--- config.mk ---
export PLATFORM = sky130hd
export DESIGN_NAME = fsk_modulator
export DESIGN_NICKNAME = d
export VERILOG_FILES = /design/src/rtl/fsk_pkg.sv /design/src/rtl/fsk_sample_tick.sv /design/src/rtl/fsk_phase_acc.sv /design/src/rtl/fsk_sine_lut.sv /design/src/rtl/fsk_modulator.sv
export SDC_FILE = /design/constraint.sdc
export NUM_CORES = 1
export LEC_CHECK = 0
export BUFFER_PORTS_ARGS = -buffer_cell sky130_fd_sc_hd__buf_4
export CORE_UTILIZATION = 61
export DETAILED_ROUTE_END_ITERATION = 8
export PLACE_DENSITY = 0.82
export REMOVE_ABC_BUFFERS = 1
export SLEW_MARGIN = 20
export SYNTH_ARGS = -nofsm -noshare
export SYNTH_HDL_FRONTEND = slang
export SYNTH_SLANG_ARGS = --single-unit
--- constraint.sdc ---
create_clock -name clk -period 7.28 [get_ports clk]
set_input_delay 0.364 -clock clk [delete_from_list [all_inputs] [get_ports clk]]
set_output_delay 0.364 -clock clk [all_outputs]
set_load 0.1 [all_outputs]
--- src/rtl/fsk_pkg.sv ---
package fsk_pkg;

  // Phase step for a tone of f_hz at sample rate clk_hz/div, rounded.
  function automatic longint freq_word(input longint f_hz, input longint clk_hz,
                                       input longint div, input int acc_w);
    longint scale;
    scale = longint'(1) << acc_w;
    return (f_hz * scale * div + clk_hz / 2) / clk_hz;
  endfunction

  // Quarter-wave magnitude for entry idx of n, rational sine approximation.
  function automatic int quarter_sine(input int idx, input int n, input int amp);
    longint half_turn, u, p, d;
    half_turn = 4 * longint'(n);
    u = 2 * longint'(idx) + 1;
    p = u * (half_turn - u);
    d = 5 * half_turn * half_turn - 4 * p;
    return int'((2 * longint'(amp) * 16 * p + d) / (2 * d));
  endfunction

endpackage

--- src/rtl/fsk_sample_tick.sv ---
module fsk_sample_tick #(
  parameter int DIV = 448
) (
  input  logic clk,
  input  logic rst,
  output logic tick
);
  localparam int CW = $clog2(DIV);

  logic [CW-1:0] cnt;

  assign tick = (cnt == CW'(DIV - 1));

  always_ff @(posedge clk) begin
    if (rst)       cnt <= '0;
    else if (tick) cnt <= '0;
    else           cnt <= cnt + 1'b1;
  end
endmodule

--- src/rtl/fsk_phase_acc.sv ---
module fsk_phase_acc #(
  parameter int ACC_W = 24,
  parameter int PH_W  = 8
) (
  input  logic             clk,
  input  logic             rst,
  input  logic             tick,
  input  logic             enable,
  input  logic [ACC_W-1:0] step,
  output logic             ph_valid,
  output logic             ph_en,
  output logic [PH_W-1:0]  ph_top
);
  logic [ACC_W-1:0] acc;
  logic [ACC_W-1:0] acc_next;

  assign acc_next = acc + step;

  always_ff @(posedge clk) begin
    if (rst) begin
      acc      <= '0;
      ph_valid <= 1'b0;
      ph_en    <= 1'b0;
      ph_top   <= '0;
    end else begin
      ph_valid <= tick;
      if (tick) begin
        ph_en <= enable;
        if (enable) begin
          acc    <= acc_next;
          ph_top <= acc_next[ACC_W-1 -: PH_W];
        end else begin
          acc    <= '0;
          ph_top <= '0;
        end
      end
    end
  end
endmodule

--- src/rtl/fsk_sine_lut.sv ---
module fsk_sine_lut
  import fsk_pkg::*;
#(
  parameter int PH_W   = 8,
  parameter int SAMP_W = 8
) (
  input  logic                     clk,
  input  logic                     rst,
  input  logic                     in_valid,
  input  logic                     in_en,
  input  logic [PH_W-1:0]          phase,
  output logic signed [SAMP_W-1:0] sample,
  output logic                     valid
);
  localparam int AW  = PH_W - 2;
  localparam int N   = 1 << AW;
  localparam int MW  = SAMP_W - 1;
  localparam int AMP = (1 << MW) - 1;

  logic [MW-1:0] rom [N];

  for (genvar g = 0; g < N; g++) begin : g_rom
    assign rom[g] = MW'(quarter_sine(g, N, AMP));
  end

  logic [AW-1:0] addr;
  logic [MW-1:0] mag;
  logic          s_neg, s_en, s_v;

  assign addr = phase[PH_W-2] ? ~phase[AW-1:0] : phase[AW-1:0];

  always_ff @(posedge clk) begin
    mag <= rom[addr];
  end

  always_ff @(posedge clk) begin
    if (rst) begin
      s_neg  <= 1'b0;
      s_en   <= 1'b0;
      s_v    <= 1'b0;
      sample <= '0;
      valid  <= 1'b0;
    end else begin
      s_neg <= phase[PH_W-1];
      s_en  <= in_en;
      s_v   <= in_valid;
      valid <= s_v;
      if (!s_en)     sample <= '0;
      else if (s_neg) sample <= -$signed({1'b0, mag});
      else            sample <= $signed({1'b0, mag});
    end
  end
endmodule

--- src/rtl/fsk_modulator.sv ---
module fsk_modulator
  import fsk_pkg::*;
#(
  parameter int     ACC_W       = 24,
  parameter int     PH_W        = 8,
  parameter int     SAMP_W      = 8,
  parameter int     SAMPLE_DIV  = 448,
  parameter longint CLK_HZ      = 3579545,
  parameter longint F_SLOW_SPC  = 450,
  parameter longint F_SLOW_MRK  = 390,
  parameter longint F_FAST_SPC  = 2100,
  parameter longint F_FAST_MRK  = 1300
) (
  input  logic                     clk,
  input  logic                     rst,
  input  logic [1:0]               mode,
  input  logic                     tx_bit,
  input  logic                     tone_sel,
  input  logic                     std_sel,
  output logic signed [SAMP_W-1:0] sample_out,
  output logic                     sample_valid
);
  localparam logic [ACC_W-1:0] W_SLOW_SPC = ACC_W'(freq_word(F_SLOW_SPC, CLK_HZ, SAMPLE_DIV, ACC_W));
  localparam logic [ACC_W-1:0] W_SLOW_MRK = ACC_W'(freq_word(F_SLOW_MRK, CLK_HZ, SAMPLE_DIV, ACC_W));
  localparam logic [ACC_W-1:0] W_FAST_SPC = ACC_W'(freq_word(F_FAST_SPC, CLK_HZ, SAMPLE_DIV, ACC_W));
  localparam logic [ACC_W-1:0] W_FAST_MRK = ACC_W'(freq_word(F_FAST_MRK, CLK_HZ, SAMPLE_DIV, ACC_W));

  logic             tick;
  logic             enable;
  logic [ACC_W-1:0] step;
  logic             ph_valid, ph_en;
  logic [PH_W-1:0]  ph_top;

  assign enable = mode[1] & ~tone_sel & ~std_sel;

  always_comb begin
    case ({mode[0], tx_bit})
      2'b00:   step = W_SLOW_SPC;
      2'b01:   step = W_SLOW_MRK;
      2'b10:   step = W_FAST_SPC;
      default: step = W_FAST_MRK;
    endcase
  end

  fsk_sample_tick #(.DIV(SAMPLE_DIV)) u_tick (
    .clk  (clk),
    .rst  (rst),
    .tick (tick)
  );

  fsk_phase_acc #(.ACC_W(ACC_W), .PH_W(PH_W)) u_acc (
    .clk      (clk),
    .rst      (rst),
    .tick     (tick),
    .enable   (enable),
    .step     (step),
    .ph_valid (ph_valid),
    .ph_en    (ph_en),
    .ph_top   (ph_top)
  );

  fsk_sine_lut #(.PH_W(PH_W), .SAMP_W(SAMP_W)) u_lut (
    .clk      (clk),
    .rst      (rst),
    .in_valid (ph_valid),
    .in_en    (ph_en),
    .phase    (ph_top),
    .sample   (sample_out),
    .valid    (sample_valid)
  );
endmodule

==> run_results.csv <==
group,metric,value,unit
route,vias,3284,
min_path,hold_path_depth,2,
setup_path,max_stage_delay,0.77,ns
setup_path,reg2reg_from,"u_acc.acc[22]",
pwr,seqPwrFrac,58.4,%
layout,drive_gt1_share,9.17,%
setup_path,crit_cells,8,
pwr,p_switching,130,µW
cts,cts_num_sinks,54,
global_route,grt_max_degree,20,
cts,numCtsBuffers,5,
placed_design,gp_congestion,0.928,
placed_design,pre_cts_ws,4.15,ns
cts,h-tree-depth,2,
cts,post_cts_resized,0,
logic_synthesis,synth_largest_area_cell,"dfxtp_1",
pwr,ir_worst_vdd,0.121,mV
cts,clk_pin_slew,0.11,ns
timing,rsz0062_at_grt,"no",
route,wl_per_cell,16.0,µm
setup_path,critPathRequiredTime,7.47,ns
floorplan,initial_core_util,64.4,%
logic_synthesis,synth_cell_types,72,
cts,cts_setup_buffers,0,
timing,slew_viol_final,0,
setup_path,cp_max_fo,13,
timing,period_minus_slack,2.97,ns
timing,fmax,337,MHz
logic_synthesis,synth_cells,443,
timing,setup_viol,0,
setup_path,r2r_setup_slack,4.31,ns
logic_synthesis,synth-edff-count,0,
cts,cts_hold_buffers,0,
setup_path,critPathLaunch,"u_acc.acc[22]",
logic_synthesis,yosysTopAreaCellShare,29.9,%
floorplan,die_x,78.9,µm
layout,final_nets,478,
pwr,powerDensity,133,mW/mm²
pwr,clkPwrFrac,34.7,%
layout,design_area,0.00384,mm²
logic_synthesis,synth_top_flop_cell,"dfxtp_1",
global_route,track_usage,28.1,%
setup_path,crit_path_end_kind,"register",
global_route,grt_pass1_vias,3059,
timing,setup_slack,4.31,ns
pwr,power_leakage,0.00160,µW
floorplan,core,0.00561,mm²
global_route,antenna_found_initial,0,
pwr,comb_power_share,6.9,%
pwr,swShare,25.4,%
route,drt_pass1_iterations,5,
placed_design,placed_cell_area,0.00373,mm²
setup_path,cp_data_arrival_time,3.16,ns
pwr,fin_total_pwr,510,µW
layout,areaGrowthSynthToFinish,6.41,%
logic_synthesis,ys_seq_area_share,29.9,%
route,antenna_left,0,
floorplan,rows,27,
setup_path,timing.rr.end,"u_lut.mag[1]",
min_path,min_path_type,"in -> reg",
cts,clockBufferDepth,2,
logic_synthesis,yosys_warnings,0,
timing,relSlewSlack,36.6,%
placed_design,dp.final_hpwl,6170,µm
global_route,grt_pass1_wl,13900,µm
min_path,hold_end,"u_tick.cnt[2]",
layout,n_antenna_cell,0,
route,drc,0,
logic_synthesis,synth_area_leaders,"dfxtp_1 (30%), ha_1 (8.3%), xor2_1 (5.6%)",
cts,cts_root_buf,"clkbuf_8",
setup_path,crit_buf_inv,0,
timing,worst_pin_slew,0.948,ns
route,routed_via_density,6.33,
logic_synthesis,syn_area_per_cell,8.15,µm²
logic_synthesis,ys_async_sr_fraction,0,%
setup_path,critPathKind,"reg -> reg",
pwr,p_int,381,µW
job,cap_violations,0,
setup_path,cp-start-kind,"register",
global_route,overflow,0,
floorplan,io-pin-count,16,
logic_synthesis,synth-seq-cells,54,
timing,fin_crit_sh,40.8,%
floorplan,die-height,78.9,µm
min_path,hold_start,"rst",
setup_path,cp_top_family,"flip-flops",
floorplan,die_area,0.00623,mm²
outcome,status,"finished clean",
setup_path,worstRegToRegCells,8,
cts,cts_tree,"built",
setup_path,cpMaxStageDelayCell,"dfxtp_1",
timing,fin_setup_tns,0,ns
timing,finalClockSkew,0.00712,ns
route,drt_wl_total,8280,µm
setup_path,path_cells,"xor2_1 > ha_1 > nor2_1 > a21oi_1 > nor3_1 > a31oi_1 > o21ai_0 > mux4_2",
logic_synthesis,synth_area,0.00361,mm²
route,first_iter_violations,221,
cts,clock_latency,0.31,ns
timing,hold_viol,0,
layout,filler_cell_count,493,
placed_design,port-buffer-count,15,
[synthesized netlist by cell type (3+ instances only)]
cell / count
nand3b_1: 3
a21oi_1: 27
nor3_1: 13
xor2_1: 23
o22ai_1: 3
nor2_1: 48
o21ai_1: 4
a211oi_1: 3
clkbuf_1: 16
nand3_1: 11
a31oi_1: 9
or3_1: 3
nand4_1: 3
nand2_1: 48
o21ai_0: 24
nor2b_1: 9
a22o_1: 5
ha_1: 24
xnor2_1: 15
nand2b_1: 4
and2_1: 4
o211ai_1: 5
inv_1: 11
and3_1: 4
dfxtp_1: 54
a32o_1: 3
a21o_1: 9
o31ai_1: 6
[cells by family after synthesis]
kind of cell / count (synthesis) / share of synthesized area [%]
AOI/OAI and AO/OA: 126 / 24.2
adders and majority gates: 26 / 9.15
muxes: 3 / 1.21
DFF: 54 / 29.9
and+or+nand+nor: 165 / 22.6
xor gates and xnor gates: 38 / 9.22
buffers and inverters: 31 / 3.60
[layer usage]
layer  global-route usage [%]  vias up  share of wire, %
met5                        0        -                 0
met4                     11.1        0               2.3
met3                     5.17       23               5.9
met2                     46.0      124                48
met1                     36.6     1532                44
li1                         -     1605                 -
[per-stage QoR]
stage,std cells,hold slack (ns),utilization [%]
final,519,0.319,68.5
after global routing,519,0.312,68.5
after CTS,519,0.316,68.2
after detailed placement,511,0.421,66.5
after global placement,511,0.420,66.5
after floorplan,423,0.414,-
[cells in the final DEF (no fill, tap or decap), drive strengths merged, types with 4 or more instances in the layout]
| cell | synthesis | final |
|---|---|---|
| o31ai | 7 | 7 |
| dfxtp | 54 | 54 |
| ha | 24 | 24 |
| and2 | 5 | 5 |
| nor3 | 13 | 13 |
| inv | 11 | 13 |
| xnor2 | 15 | 15 |
| clkbuf | 16 | 5 |
| a21o | 9 | 9 |
| a31oi | 10 | 10 |
| nor2b | 9 | 9 |
| buf | 4 | 16 |
| o21ai | 28 | 28 |
| nand3 | 11 | 11 |
| nand2b | 4 | 4 |
| a22o | 5 | 5 |
| a21oi | 28 | 28 |
| xor2 | 23 | 23 |
| and3 | 6 | 6 |
| nand2 | 49 | 49 |
| o211ai | 5 | 5 |
| nor2 | 49 | 49 |
[area by class of cell]
class	instances	area [µm²]	share of cell area, %
Clock buffer	5	68.8	1.79
Tap cell	72	90.1	2.35
Sequential cell	54	1080	28.1
Clock inverter	3	26.3	0.684
Inverter	11	41.3	1.07
Timing Repair Buffer	16	120	3.13
Multi-Input combinational cell	358	2410	62.8
[power by group through the flow]
stage / clock (µW) / sequential (µW) / combinational, µW
3_5_place_dp: 0 / 305 / 34.7
5_1_grt: 196 / 299 / 39.1
6_report: 177 / 298 / 35.3
3_3_place_gp: 0 / 305 / 33.7
2_1_floorplan: 0 / 305 / 23.0
4_1_cts: 181 / 298 / 34.8
[registers in the layout, indices dropped and copies added, names as in the netlist]
register / count
u_lut.s_v: 1
u_acc.acc: 24
u_acc.ph_valid: 1
u_lut.valid: 1
u_lut.s_neg: 1
u_lut.sample: 8
u_lut.mag: 7
u_lut.s_en: 1
u_tick.cnt: 9
u_acc.ph_en: 1
[how the worst max path moves through the flow]
stage / endpoint / slack [ns]
global placement: u_acc.acc[18] / 4.31
detailed placement: u_acc.acc[20] / 4.15
global route: u_lut.mag[1] / 4.11
finish: u_lut.mag[1] / 4.31
floorplan: u_acc.acc[18] / 4.67
CTS: u_lut.mag[1] / 4.36
(Power assumes the default switching activity.)
